<file path="src/rtl/swb_pkg.sv">
package swb_pkg;
  typedef enum logic [1:0] {
    ST_RUN   = 2'd0,
    ST_WAIT  = 2'd1,
    ST_DRAIN = 2'd2
  } swb_state_e;

  typedef enum logic {
    MISS_FULL     = 1'b0,
    MISS_CONFLICT = 1'b1
  } swb_miss_e;
endpackage

</file>
<file path="src/rtl/swb_entries.sv">
module swb_entries #(
  parameter int DEPTH      = 4,
  parameter int AW         = 16,
  parameter int DW         = 32,
  parameter int LINE_SHIFT = 2,
  localparam int SW = DW / 8,
  localparam int IW = (DEPTH > 1) ? $clog2(DEPTH) : 1,
  localparam int LW = AW - LINE_SHIFT
) (
  input  logic          clk,
  input  logic          rst_n,
  input  logic          clear_i,
  input  logic          alloc_i,
  input  logic [IW-1:0] alloc_idx_i,
  input  logic          merge_i,
  input  logic [AW-1:0] wr_addr_i,
  input  logic [DW-1:0] wr_data_i,
  input  logic [SW-1:0] wr_strb_i,
  input  logic          gnt_valid_i,
  input  logic [LW-1:0] gnt_line_i,
  input  logic [LW-1:0] snp_line_i,
  input  logic [IW-1:0] rd_idx_i,
  output logic          hit_o,
  output logic          line_hit_o,
  output logic          snp_hit_o,
  output logic          all_owned_o,
  output logic [AW-1:0] rd_addr_o,
  output logic [DW-1:0] rd_data_o,
  output logic [SW-1:0] rd_strb_o
);
  logic [AW-1:0]    addr_w [DEPTH];
  logic [DW-1:0]    data_w [DEPTH];
  logic [SW-1:0]    strb_w [DEPTH];
  logic [DEPTH-1:0] vld_w, own_w, hit_v, lhit_v, snp_v;
  logic [IW-1:0]    hit_idx;
  logic [LW-1:0]    wr_line;
  logic             new_own;

  assign wr_line = wr_addr_i[AW-1:LINE_SHIFT];
  // an entry joining a line that is already owned, or granted this cycle, starts owned
  assign new_own = (|(lhit_v & own_w)) || (gnt_valid_i && (gnt_line_i == wr_line));

  always_comb begin
    hit_idx = '0;
    for (int k = DEPTH - 1; k >= 0; k--) begin
      if (hit_v[k]) hit_idx = IW'(k);
    end
  end

  for (genvar i = 0; i < DEPTH; i++) begin : g_ent
    logic [AW-1:0] a_q;
    logic [DW-1:0] d_q;
    logic [SW-1:0] s_q;
    logic          v_q;
    logic          o_q;

    always_ff @(posedge clk or negedge rst_n) begin
      if (!rst_n) begin
        a_q <= '0;
        d_q <= '0;
        s_q <= '0;
        v_q <= 1'b0;
        o_q <= 1'b0;
      end else if (clear_i) begin
        v_q <= 1'b0;
        o_q <= 1'b0;
      end else if (alloc_i && (alloc_idx_i == IW'(i))) begin
        v_q <= 1'b1;
        a_q <= wr_addr_i;
        d_q <= wr_data_i;
        s_q <= wr_strb_i;
        o_q <= new_own;
      end else begin
        if (merge_i && (hit_idx == IW'(i))) begin
          for (int b = 0; b < SW; b++) begin
            if (wr_strb_i[b]) d_q[b*8 +: 8] <= wr_data_i[b*8 +: 8];
          end
          s_q <= s_q | wr_strb_i;
        end
        if (v_q && gnt_valid_i && (a_q[AW-1:LINE_SHIFT] == gnt_line_i)) o_q <= 1'b1;
      end
    end

    assign addr_w[i] = a_q;
    assign data_w[i] = d_q;
    assign strb_w[i] = s_q;
    assign vld_w[i]  = v_q;
    assign own_w[i]  = o_q;
    assign hit_v[i]  = v_q && (a_q == wr_addr_i);
    assign lhit_v[i] = v_q && (a_q[AW-1:LINE_SHIFT] == wr_line);
    assign snp_v[i]  = v_q && (a_q[AW-1:LINE_SHIFT] == snp_line_i);
  end

  assign hit_o       = |hit_v;
  assign line_hit_o  = |lhit_v;
  assign snp_hit_o   = |snp_v;
  assign all_owned_o = &(own_w | ~vld_w);
  assign rd_addr_o   = addr_w[rd_idx_i];
  assign rd_data_o   = data_w[rd_idx_i];
  assign rd_strb_o   = strb_w[rd_idx_i];
endmodule

</file>
<file path="src/rtl/swb_ctrl.sv">
module swb_ctrl
  import swb_pkg::*;
#(
  parameter int DEPTH = 4,
  parameter int LW    = 14,
  localparam int IW = (DEPTH > 1) ? $clog2(DEPTH) : 1,
  localparam int CW = $clog2(DEPTH + 1)
) (
  input  logic          clk,
  input  logic          rst_n,
  input  logic          commit_i,
  input  logic          abort_i,
  input  logic          st_fire_i,
  input  logic          st_hit_i,
  input  logic          line_hit_i,
  input  logic [LW-1:0] st_line_i,
  input  logic          snp_fire_i,
  input  logic          snp_hit_i,
  input  logic          all_owned_i,
  input  logic          dr_ready_i,
  output swb_state_e    state_o,
  output logic [CW-1:0] count_o,
  output logic [IW-1:0] ptr_o,
  output logic          last_o,
  output logic          alloc_o,
  output logic [IW-1:0] alloc_idx_o,
  output logic          merge_o,
  output logic          clear_o,
  output logic          req_valid_o,
  output logic [LW-1:0] req_line_o,
  output logic          miss_valid_o,
  output logic          miss_cause_o,
  output logic          done_o
);
  swb_state_e    state_q, state_n;
  logic [CW-1:0] count_q, count_n;
  logic [IW-1:0] ptr_q, ptr_n;
  logic          full, conflict, overflow;
  logic          miss_n, done_n;
  swb_miss_e     cause_n;

  assign full     = (count_q == CW'(DEPTH));
  assign conflict = snp_fire_i && snp_hit_i;
  assign overflow = st_fire_i && !st_hit_i && full;
  assign last_o   = ((CW'(ptr_q) + CW'(1)) == count_q);

  always_comb begin
    state_n = state_q;
    ptr_n   = ptr_q;
    clear_o = 1'b0;
    miss_n  = 1'b0;
    cause_n = MISS_FULL;
    done_n  = 1'b0;
    unique case (state_q)
      ST_RUN: begin
        if (abort_i) begin
          clear_o = 1'b1;
        end else if (conflict) begin
          clear_o = 1'b1;
          miss_n  = 1'b1;
          cause_n = MISS_CONFLICT;
        end else if (overflow) begin
          clear_o = 1'b1;
          miss_n  = 1'b1;
          cause_n = MISS_FULL;
        end else if (commit_i) begin
          if (count_q == '0) done_n = 1'b1;
          else state_n = ST_WAIT;
        end
      end
      ST_WAIT: begin
        if (abort_i) begin
          clear_o = 1'b1;
          state_n = ST_RUN;
        end else if (conflict) begin
          clear_o = 1'b1;
          miss_n  = 1'b1;
          cause_n = MISS_CONFLICT;
          state_n = ST_RUN;
        end else if (all_owned_i) begin
          state_n = ST_DRAIN;
          ptr_n   = '0;
        end
      end
      ST_DRAIN: begin
        if (dr_ready_i) begin
          if (last_o) begin
            clear_o = 1'b1;
            done_n  = 1'b1;
            state_n = ST_RUN;
          end else begin
            ptr_n = ptr_q + IW'(1);
          end
        end
      end
      default: state_n = ST_RUN;
    endcase
  end

  assign alloc_o     = st_fire_i && !st_hit_i && !full && !clear_o;
  assign merge_o     = st_fire_i && st_hit_i && !clear_o;
  assign alloc_idx_o = count_q[IW-1:0];

  always_comb begin
    count_n = count_q;
    if (clear_o) count_n = '0;
    else if (alloc_o) count_n = count_q + CW'(1);
  end

  always_ff @(posedge clk or negedge rst_n) begin
    if (!rst_n) begin
      state_q      <= ST_RUN;
      count_q      <= '0;
      ptr_q        <= '0;
      req_valid_o  <= 1'b0;
      req_line_o   <= '0;
      miss_valid_o <= 1'b0;
      miss_cause_o <= 1'b0;
      done_o       <= 1'b0;
    end else begin
      state_q      <= state_n;
      count_q      <= count_n;
      ptr_q        <= ptr_n;
      req_valid_o  <= alloc_o && !line_hit_i;
      req_line_o   <= st_line_i;
      miss_valid_o <= miss_n;
      miss_cause_o <= cause_n;
      done_o       <= done_n;
    end
  end

  assign state_o = state_q;
  assign count_o = count_q;
  assign ptr_o   = ptr_q;
endmodule

</file>
<file path="src/rtl/swb_top.sv">
module swb_top
  import swb_pkg::*;
#(
  parameter int DEPTH      = 4,
  parameter int AW         = 16,
  parameter int DW         = 32,
  parameter int LINE_SHIFT = 2,
  localparam int SW = DW / 8,
  localparam int LW = AW - LINE_SHIFT,
  localparam int IW = (DEPTH > 1) ? $clog2(DEPTH) : 1,
  localparam int CW = $clog2(DEPTH + 1)
) (
  input  logic          clk,
  input  logic          rst_n,
  input  logic          st_valid,
  output logic          st_ready,
  input  logic          st_spec,
  input  logic [AW-1:0] st_addr,
  input  logic [DW-1:0] st_data,
  input  logic [SW-1:0] st_strb,
  input  logic          spec_commit,
  input  logic          spec_abort,
  output logic          commit_done,
  output logic          miss_valid,
  output logic          miss_cause,
  output logic          req_x_valid,
  output logic [LW-1:0] req_x_line,
  input  logic          gnt_valid,
  input  logic [LW-1:0] gnt_line,
  input  logic          snp_valid,
  output logic          snp_ready,
  input  logic [LW-1:0] snp_line,
  output logic          dr_valid,
  input  logic          dr_ready,
  output logic [AW-1:0] dr_addr,
  output logic [DW-1:0] dr_data,
  output logic [SW-1:0] dr_strb,
  output logic          dr_last
);
  swb_state_e    state;
  logic [CW-1:0] count;
  logic [IW-1:0] ptr, alloc_idx;
  logic          running, draining, buf_empty, bypass;
  logic          st_fire_spec, snp_fire;
  logic          hit, line_hit, snp_hit, all_owned, last;
  logic          alloc, merge, clear;
  logic [AW-1:0] rd_addr;
  logic [DW-1:0] rd_data;
  logic [SW-1:0] rd_strb;

  assign running   = (state == ST_RUN);
  assign draining  = (state == ST_DRAIN);
  assign buf_empty = (count == '0);

  assign st_ready     = st_spec ? (running && !spec_commit && !spec_abort)
                                : (running && buf_empty && dr_ready);
  assign st_fire_spec = st_valid && st_ready && st_spec;
  assign bypass       = st_valid && !st_spec && running && buf_empty;

  assign snp_ready = !draining;
  assign snp_fire  = snp_valid && snp_ready;

  assign dr_valid = draining || bypass;
  assign dr_addr  = draining ? rd_addr : st_addr;
  assign dr_data  = draining ? rd_data : st_data;
  assign dr_strb  = draining ? rd_strb : st_strb;
  assign dr_last  = draining ? last : 1'b1;

  swb_entries #(
    .DEPTH(DEPTH), .AW(AW), .DW(DW), .LINE_SHIFT(LINE_SHIFT)
  ) i_entries (
    .clk        (clk),
    .rst_n      (rst_n),
    .clear_i    (clear),
    .alloc_i    (alloc),
    .alloc_idx_i(alloc_idx),
    .merge_i    (merge),
    .wr_addr_i  (st_addr),
    .wr_data_i  (st_data),
    .wr_strb_i  (st_strb),
    .gnt_valid_i(gnt_valid),
    .gnt_line_i (gnt_line),
    .snp_line_i (snp_line),
    .rd_idx_i   (ptr),
    .hit_o      (hit),
    .line_hit_o (line_hit),
    .snp_hit_o  (snp_hit),
    .all_owned_o(all_owned),
    .rd_addr_o  (rd_addr),
    .rd_data_o  (rd_data),
    .rd_strb_o  (rd_strb)
  );

  swb_ctrl #(
    .DEPTH(DEPTH), .LW(LW)
  ) i_ctrl (
    .clk         (clk),
    .rst_n       (rst_n),
    .commit_i    (spec_commit),
    .abort_i     (spec_abort),
    .st_fire_i   (st_fire_spec),
    .st_hit_i    (hit),
    .line_hit_i  (line_hit),
    .st_line_i   (st_addr[AW-1:LINE_SHIFT]),
    .snp_fire_i  (snp_fire),
    .snp_hit_i   (snp_hit),
    .all_owned_i (all_owned),
    .dr_ready_i  (dr_ready),
    .state_o     (state),
    .count_o     (count),
    .ptr_o       (ptr),
    .last_o      (last),
    .alloc_o     (alloc),
    .alloc_idx_o (alloc_idx),
    .merge_o     (merge),
    .clear_o     (clear),
    .req_valid_o (req_x_valid),
    .req_line_o  (req_x_line),
    .miss_valid_o(miss_valid),
    .miss_cause_o(miss_cause),
    .done_o      (commit_done)
  );
endmodule

</file>
<file path="config.mk">
export PLATFORM = sky130hd
export DESIGN_NAME = swb_top
export DESIGN_NICKNAME = d
export VERILOG_FILES = /design/src/rtl/swb_pkg.sv /design/src/rtl/swb_entries.sv /design/src/rtl/swb_ctrl.sv /design/src/rtl/swb_top.sv
export SDC_FILE = /design/constraint.sdc
export NUM_CORES = 1
export LEC_CHECK = 0
export ABC_AREA = 0
export BUFFER_PORTS_ARGS = -buffer_cell sky130_fd_sc_hd__buf_2
export CAP_MARGIN = 40
export CORE_ASPECT_RATIO = 0.9
export CORE_MARGIN = 8
export CORE_UTILIZATION = 45
export CTS_CLUSTER_DIAMETER = 150
export DETAILED_ROUTE_END_ITERATION = 6
export SLEW_MARGIN = 20
export SYNTH_ARGS = -nofsm -noshare
export SYNTH_HDL_FRONTEND = slang
export SYNTH_HIERARCHICAL = 1
export SYNTH_SLANG_ARGS = --single-unit
</file>
<file path="constraint.sdc">
create_clock -name clk -period 9.91 [get_ports clk]
set_input_delay 0.4955 -clock clk [delete_from_list [all_inputs] [get_ports clk]]
set_output_delay 0.4955 -clock clk [all_outputs]
set_load 0.005 [all_outputs]
</file>
==> results by group, run 1 <==
Run status
  – Outcome: complete, no violations

Global route
  – Initial antenna violation count: 1
  – Vias in the first global route: 10400
  – Grt ovf: 0
  – Largest net degree at the start of global routing: 87
  – Total GRT Usage: 0.225
  – Global-route wire length before repair: 65100 um

Synthesis
  – Synth top area share: 0.433
  – Yosys warning count: 6
  – Unique masters post-synth: 65
  – EDFF count, synth: 0
  – Synthesized area: 13900 um^2
  – Leading area contributor after synthesis: dfrtp_1
  – Seq/Total Area, Yosys: 0.433
  – Mapped Cells: 1194
  – Syn Area/Cell: 11.7 um^2
  – Count leader, synth: dfrtp_1
  – Synth cell count leaders: dfrtp_1 (241), nand2_1 (213), mux2_2 (159)
  – Async SR Flop Fraction: 1.00
  – Synthesized flop and latch total: 241
  – Ranking of synthesized cells by area: dfrtp_1 (43%), mux2_2 (13%), xnor2_1 (8.7%)
  – Post-synth net total: 1286
  – Ys flop type: dfrtp_1

STA
  – Slew Viols, Final: 0
  – Fin Setup TNS: 0 ns
  – Final Hold Slack: 0.227 ns
  – Worst setup margin: 4.50 ns
  – Final hold vios: 0
  – Clock period minus worst slack: 5.41 ns
  – F_max: 185 MHz
  – Worst Skew: 0.0215 ns
  – Final Cycle Share: 0.546
  – RSZ-0062 raised after global routing: false
  – Slew headroom: 0.433
  – Worst Tran Pin Value: 0.847 ns
  – Setup Viol. Count Final: 0

Cells and area
  – Layout cells sized above 1: 0.374
  – Nets: 1405
  – Layout overhead on the synthesized area: 14.6%
  – Fin cells: 1743
  – Layout Utilization: 0.520
  – Final instance area: 16000 um^2
  – Fillers: 2746

Pwr
  – Clock share of power: 0.321
  – Peak supply drop: 0.000223 V
  – Power density cells: 201 nW/um^2
  – Switch Pwr: 1.00 mW
  – Sequential power share: 0.396
  – Leak: 7.35 nW
  – P_int: 2.20 mW
  – Switch share: 0.312
  – Comb pwr share: 0.283
  – Total power: 3.20 mW

Worst setup path
  – Slowest CP cell: a31oi_1
  – Top delay family on crit path: simple AND/OR/NAND/NOR gates
  – Critical-path cell list: xor2_1, nor4_1, nand4_1, nor2_2, nor2_1, nand2_1, nand2b_1, or4_4, o211ai_4, nor2_1, nor2b_1, inv_1, a31oi_1, a31o_2, mux2_2
  – CP Max Fanout: 27
  – CP Data Required Time: 10.32 ns
  – Critical path capture point type: flop
  – Crit path launch type: flop
  – CP Class: reg2reg
  – CP most frequent cell: nor2_1
  – Critical path arrival: 5.82 ns
  – Crit path largest cell delay: 0.65 ns
  – Buf+Inv Stages, Crit Path: 1

Die
  – Core Region: 30700 um^2
  – # rows: 61
  – Die width: 201 um
  – Vert. Die Dim: 183 um
  – Ports: 163
  – Die Area: 36800 um^2
  – Starting density of the core: 0.454

Clocking
  – CTS clk-pin slew, worst paths: 0.07 ns
  – Clock sink count: 241
  – CTS H-Tree Depth: 1
  – Setup bufs post-CTS: 0
  – TritonCTS Buffers: 27
  – Clock buffer depth: 3
  – Clk_lat worst skew: 0.54 ns
  – Clock root cell: clkbuf_16
  – CTS tree: done

Placement
  – Routability congestion estimate: 0.941
  – Placed wire-length estimate: 29800 um
  – I/O Buffers: 162
  – DP Area: 15000 um^2
  – Placed insts: 1692
  – Worst slack at placement: 4.30 ns

Detailed routing
  – Routed Wire Length: 41700 um
  – Remaining antenna violation count after routing: 0
  – WL per Instance: 23.9 um
  – DR vias: 9905
  – DRC: 0
  – First DRT Iteration DRCs: 706
  – Via/cell ratio: 5.68
  – Pre-antenna DRT Iters: 5

Min path
  – Type of the worst min-delay path: in2reg

Flow run
  – Max cap viols: 0
[state kept, by name (all words and copies together), names as in the netlist, 2 cells and up]
signal and flops:
i_entries/g_ent.a_q 64, i_entries/g_ent.v_q 4, i_ctrl/state_o 2, i_entries/g_ent.s_q 16
i_ctrl/count_o 3, i_entries/g_ent.o_q 4, i_ctrl/req_line_o 14, i_entries/g_ent.d_q 128
i_ctrl/ptr_o 2
[timing repair]
action | CTS | global route
hold buffers | 1 | 0
resized for setup | 0 | 0
endpoints found under the hold margin | 63 | 0
[worst register-to-register path, cell delays in order (launching register included)]
cell and delay (ns):
dfrtp_1 0.48, xor2_1 0.20, nor4_1 0.44, nand4_1 0.46, nor2_2 0.62, nor2_1 0.10, nand2_1 0.15, nand2b_1 0.17
or4_4 0.15, o211ai_4 0.24, nor2_1 0.22, nor2b_1 0.50, inv_1 0.09, a31oi_1 0.65, a31o_2 0.43, mux2_2 0.38
[path summary, 6_finish.rpt]
check | from | to | slack (ns) | cells past startpoint
worst max register to register | i_entries/g_ent[3].a_q[8]$_DFFE_PN0P_ | i_entries/g_ent[1].d_q[27]$_DFFE_PN0P_ | 4.50 | 15
worst min register to register | i_entries/g_ent[2].d_q[18]$_DFFE_PN0P_ | i_entries/g_ent[2].d_q[18]$_DFFE_PN0P_ | 0.50 | 1
worst min-delay path | st_addr[12] | i_ctrl/req_line_o[10]$_DFF_PN0_ | 0.23 | 1
min in group asynchronous | rst_n | i_ctrl/req_line_o[7]$_DFF_PN0_ | 0.55 | 2
worst max-delay path | i_entries/g_ent[3].a_q[8]$_DFFE_PN0P_ | i_entries/g_ent[1].d_q[27]$_DFFE_PN0P_ | 4.50 | 15
max in group asynchronous | rst_n | i_entries/g_ent[3].d_q[22]$_DFFE_PN0P_ | 7.55 | 5
[power by group through the flow]
stage | Sequential, mW | Clock [mW] | Combinational, mW
after floorplan | 1.20 | 0 | 0.675
after global placement | 1.28 | 0 | 0.881
after detailed placement | 1.28 | 0 | 0.909
after CTS | 1.27 | 1.05 | 0.915
after global routing | 1.28 | 1.09 | 0.982
final | 1.27 | 1.03 | 0.906
[final cells by class]
cell class | instances | area (um^2) | area share
inverter | 14 | 52.6 | 0.00329
clock buffer | 36 | 759 | 0.0476
clock inverter | 13 | 151 | 0.00949
multi-input combinational | 850 | 7410 | 0.464
sequential | 241 | 6040 | 0.378
tap | 409 | 512 | 0.0321
timing repair buffer | 179 | 1030 | 0.0648
antenna | 1 | 2.50 | 0.000157
[cells by family after synthesis]
| logic type | count (synthesis) | share of synthesized area |
|---|---|---|
| xor+xnor | 194 | 0.122 |
| compound gates | 78 | 0.0553 |
| buf+inv | 103 | 0.0357 |
| mux | 232 | 0.235 |
| simple gates | 343 | 0.116 |
| fa+ha+maj | 3 | 0.00270 |
| flops | 241 | 0.433 |
[layout by cell type, fill, tap and decap left out, types with 13 or more instances in the layout]
cell type	synthesis	routed
mux4_2	52	52
a22o_1	14	14
dfrtp_1	241	239
clkbuf_16	0	27
nand4_1	30	30
inv_1	13	13
mux2_4	21	21
buf_2	13	161
xor2_1	55	55
nand3_1	18	18
nand2_1	213	213
mux2_2	159	159
xnor2_1	139	139
nor4_1	17	17
[routing by layer]
metal | GRT usage | part of all wire
met1 | 0.334 | 0.48
met2 | 0.336 | 0.43
met3 | 0.0448 | 0.067
met4 | 0.0537 | 0.021
met5 | 0 | 0
No activity file was read; power rests on OpenSTA's default activity.
==> run 2, diff against run 1 <==
Settings changed: PLACE_DENSITY from default to 0.67.
Clock period 9.91 ns to 4.4 ns, I/O delays scaled along.
==> results by group, run 2 (same netlist as run 1, synthesis figures left out) <==
Detailed routing
  – Via/cell ratio: 5.56
  – WL per Instance: 23.0 um
  – Pre-antenna DRT Iters: 5
  – First DRT Iteration DRCs: 837
  – DR vias: 10100
  – DRC: 0
  – Remaining antenna violation count after routing: 0
  – Routed Wire Length: 41900 um

Global route
  – Largest net degree at the start of global routing: 113
  – Grt ovf: 0
  – Vias in the first global route: 10500
  – Global-route wire length before repair: 64700 um
  – Total GRT Usage: 0.224
  – Initial antenna violation count: 1

STA
  – Slew headroom: 0.391
  – Fin Setup TNS: 0 ns
  – Worst Tran Pin Value: 0.913 ns
  – Setup Viol. Count Final: 0
  – Final hold vios: 0
  – Slew Viols, Final: 0
  – Clock period minus worst slack: 4.07 ns
  – Worst Skew: 0.0251 ns
  – Final Cycle Share: 0.926
  – F_max: 246 MHz
  – RSZ-0062 raised after global routing: false
  – Worst setup margin: 0.327 ns

Min path
  – Type of the worst min-delay path: in2reg

Pwr
  – Comb pwr share: 0.296
  – P_int: 5.05 mW
  – Sequential power share: 0.383
  – Peak supply drop: 0.000287 V
  – Power density cells: 438 nW/um^2
  – Leak: 7.69 nW
  – Switch share: 0.309
  – Clock share of power: 0.320
  – Switch Pwr: 2.26 mW

Worst setup path
  – Buf+Inv Stages, Crit Path: 2
  – Critical-path cell list: xor2_1, nor4_1, nand4_1, nor2_2, nor2_1, nand2_1, nand2b_1, or4_4, o211ai_4, nor2_1, nor2b_1, buf_4, and2_1, o21ai_0, o221ai_2, buf_4, mux2_2
  – CP Class: reg2reg
  – CP Max Fanout: 13
  – Crit path largest cell delay: 0.52 ns
  – Critical path capture point type: flop
  – CP Data Required Time: 4.84 ns
  – Crit path launch type: flop
  – Slowest CP cell: nor4_1
  – Top delay family on crit path: simple AND/OR/NAND/NOR gates
  – Critical path arrival: 4.51 ns

Die
  – # rows: 61
  – Core Region: 30700 um^2
  – Die Area: 36800 um^2
  – Ports: 163
  – Die width: 201 um
  – Vert. Die Dim: 183 um
  – Starting density of the core: 0.454

Cells and area
  – Layout overhead on the synthesized area: 19.8%
  – Storage element area: 6040 um^2
  – Commonest non-fill, non-tap cell in the layout: dfrtp_1
  – Top reg by flops: i_entries/g_ent.d_q
  – Largest register FFs: 128
  – Nets: 1482
  – Multi-input gate area: 7420 um^2
  – Fillers: 2670
  – Most frequent cells in the layout: dfrtp_1 (239), nand2_1 (213), buf_2 (161)
  – Layout cells sized above 1: 0.370
  – Largest registers: i_entries/g_ent.d_q (128), i_entries/g_ent.a_q (64), i_entries/g_ent.s_q (16)
  – Layout Utilization: 0.544

Placement
  – Placed wire-length estimate: 30200 um
  – Routability congestion estimate: 0.972
  – I/O Buffers: 162
  – Worst slack at placement: 0.187 ns

Clocking
  – Clk_lat worst skew: 0.56 ns
  – Setup bufs post-CTS: 0
  – TritonCTS Buffers: 27
  – Clock root cell: clkbuf_16
  – Clock buffer depth: 3
  – CTS H-Tree Depth: 1
  – Clock sink count: 241
  – CTS clk-pin slew, worst paths: 0.06 ns
  – CTS tree: done

Flow run
  – Max cap viols: 0

Run status
  – Outcome: complete, no violations
-- run 2: cell types whose count changed in the layout (fill, tap and decap cells not counted), moves of 2 or more --
cell,previous run,this run
inv_6,2,0
buf_4,10,35
clkbuf_1,4,8
clkinv_2,7,3
dlygate4sd3_1,1,54
-- run 2: power by group through the flow --
stage / Sequential [mW] / Combinational (mW) / Clock [mW]
6_report: 2.80 / 2.16 / 2.34
5_1_grt: 2.84 / 2.32 / 2.48
4_1_cts: 2.79 / 2.17 / 2.39
3_5_place_dp: 2.83 / 2.12 / 0
3_3_place_gp: 2.82 / 2.05 / 0
2_1_floorplan: 2.69 / 1.52 / 0
-- run 2: area by class of cell --
type,instances,area share
clock buffers,41,0.0473
multi-input cells,850,0.445
flip-flops and latches,241,0.362
well taps,409,0.0307
clock inverters,8,0.00803
repair buffers,256,0.104
diodes,1,0.000150
inverters,14,0.00315
-- run 2: worst reg2reg max path: cells and delay by family (launching register included) --
family | cells | cell delay, ns
xor+xnor | 1 | 0.22
buf+inv | 2 | 0.39
mux | 1 | 0.35
simple gates | 10 | 2.03
compound gates | 3 | 0.51
flops | 1 | 0.48
-- run 2: final timing paths --
path                                                              end  slack, ns  cells past startpoint                             startpoint
min in group asynchronous              i_ctrl/req_line_o[9]$_DFF_PN0_       0.30                      2                                  rst_n
max in group asynchronous       i_entries/g_ent[3].a_q[9]$_DFFE_PN0P_       2.98                      3                                  rst_n
worst min register to register  i_entries/g_ent[0].s_q[2]$_DFFE_PN0P_       0.49                      2  i_entries/g_ent[0].s_q[2]$_DFFE_PN0P_
worst min-delay path                   i_ctrl/req_line_o[0]$_DFF_PN0_       0.03                      2                             st_addr[2]
worst max-delay path            i_entries/g_ent[0].d_q[6]$_DFFE_PN0P_       0.33                     17  i_entries/g_ent[3].a_q[6]$_DFFE_PN0P_
worst max register to register  i_entries/g_ent[0].d_q[6]$_DFFE_PN0P_       0.33                     17  i_entries/g_ent[3].a_q[6]$_DFFE_PN0P_
-- run 2: routing by layer --
| layer | vias to the layer above | wire, um | track usage |
|---|---|---|---|
| li1 | 4590 | - | - |
| met1 | 5100 | 19200 | 0.320 |
| met2 | 371 | 18700 | 0.347 |
| met3 | 67 | 3100 | 0.0459 |
| met4 | 0 | 880 | 0.0511 |
| met5 | - | 0 | 0 |
-- run 2: repair_timing --
| action | CTS | global route |
|---|---|---|
| hold endpoints to repair | 267 | 0 |
| hold buffers | 54 | 0 |
| setup endpoints to repair | 0 | 42 |
| resized for setup | 0 | 3 |
-- run 2: through the flow --
step,total power [mW],area (um^2),std cells,hold WS (ns)
detailed placement,4.95,15200,1716,0.355
floorplan,4.21,13900,1194,-0.0756
finish,7.30,16700,1820,0.0338
global placement,4.87,15100,1712,0.343
global route,7.64,16700,1820,0.0282
CTS,7.36,16700,1819,0.0104
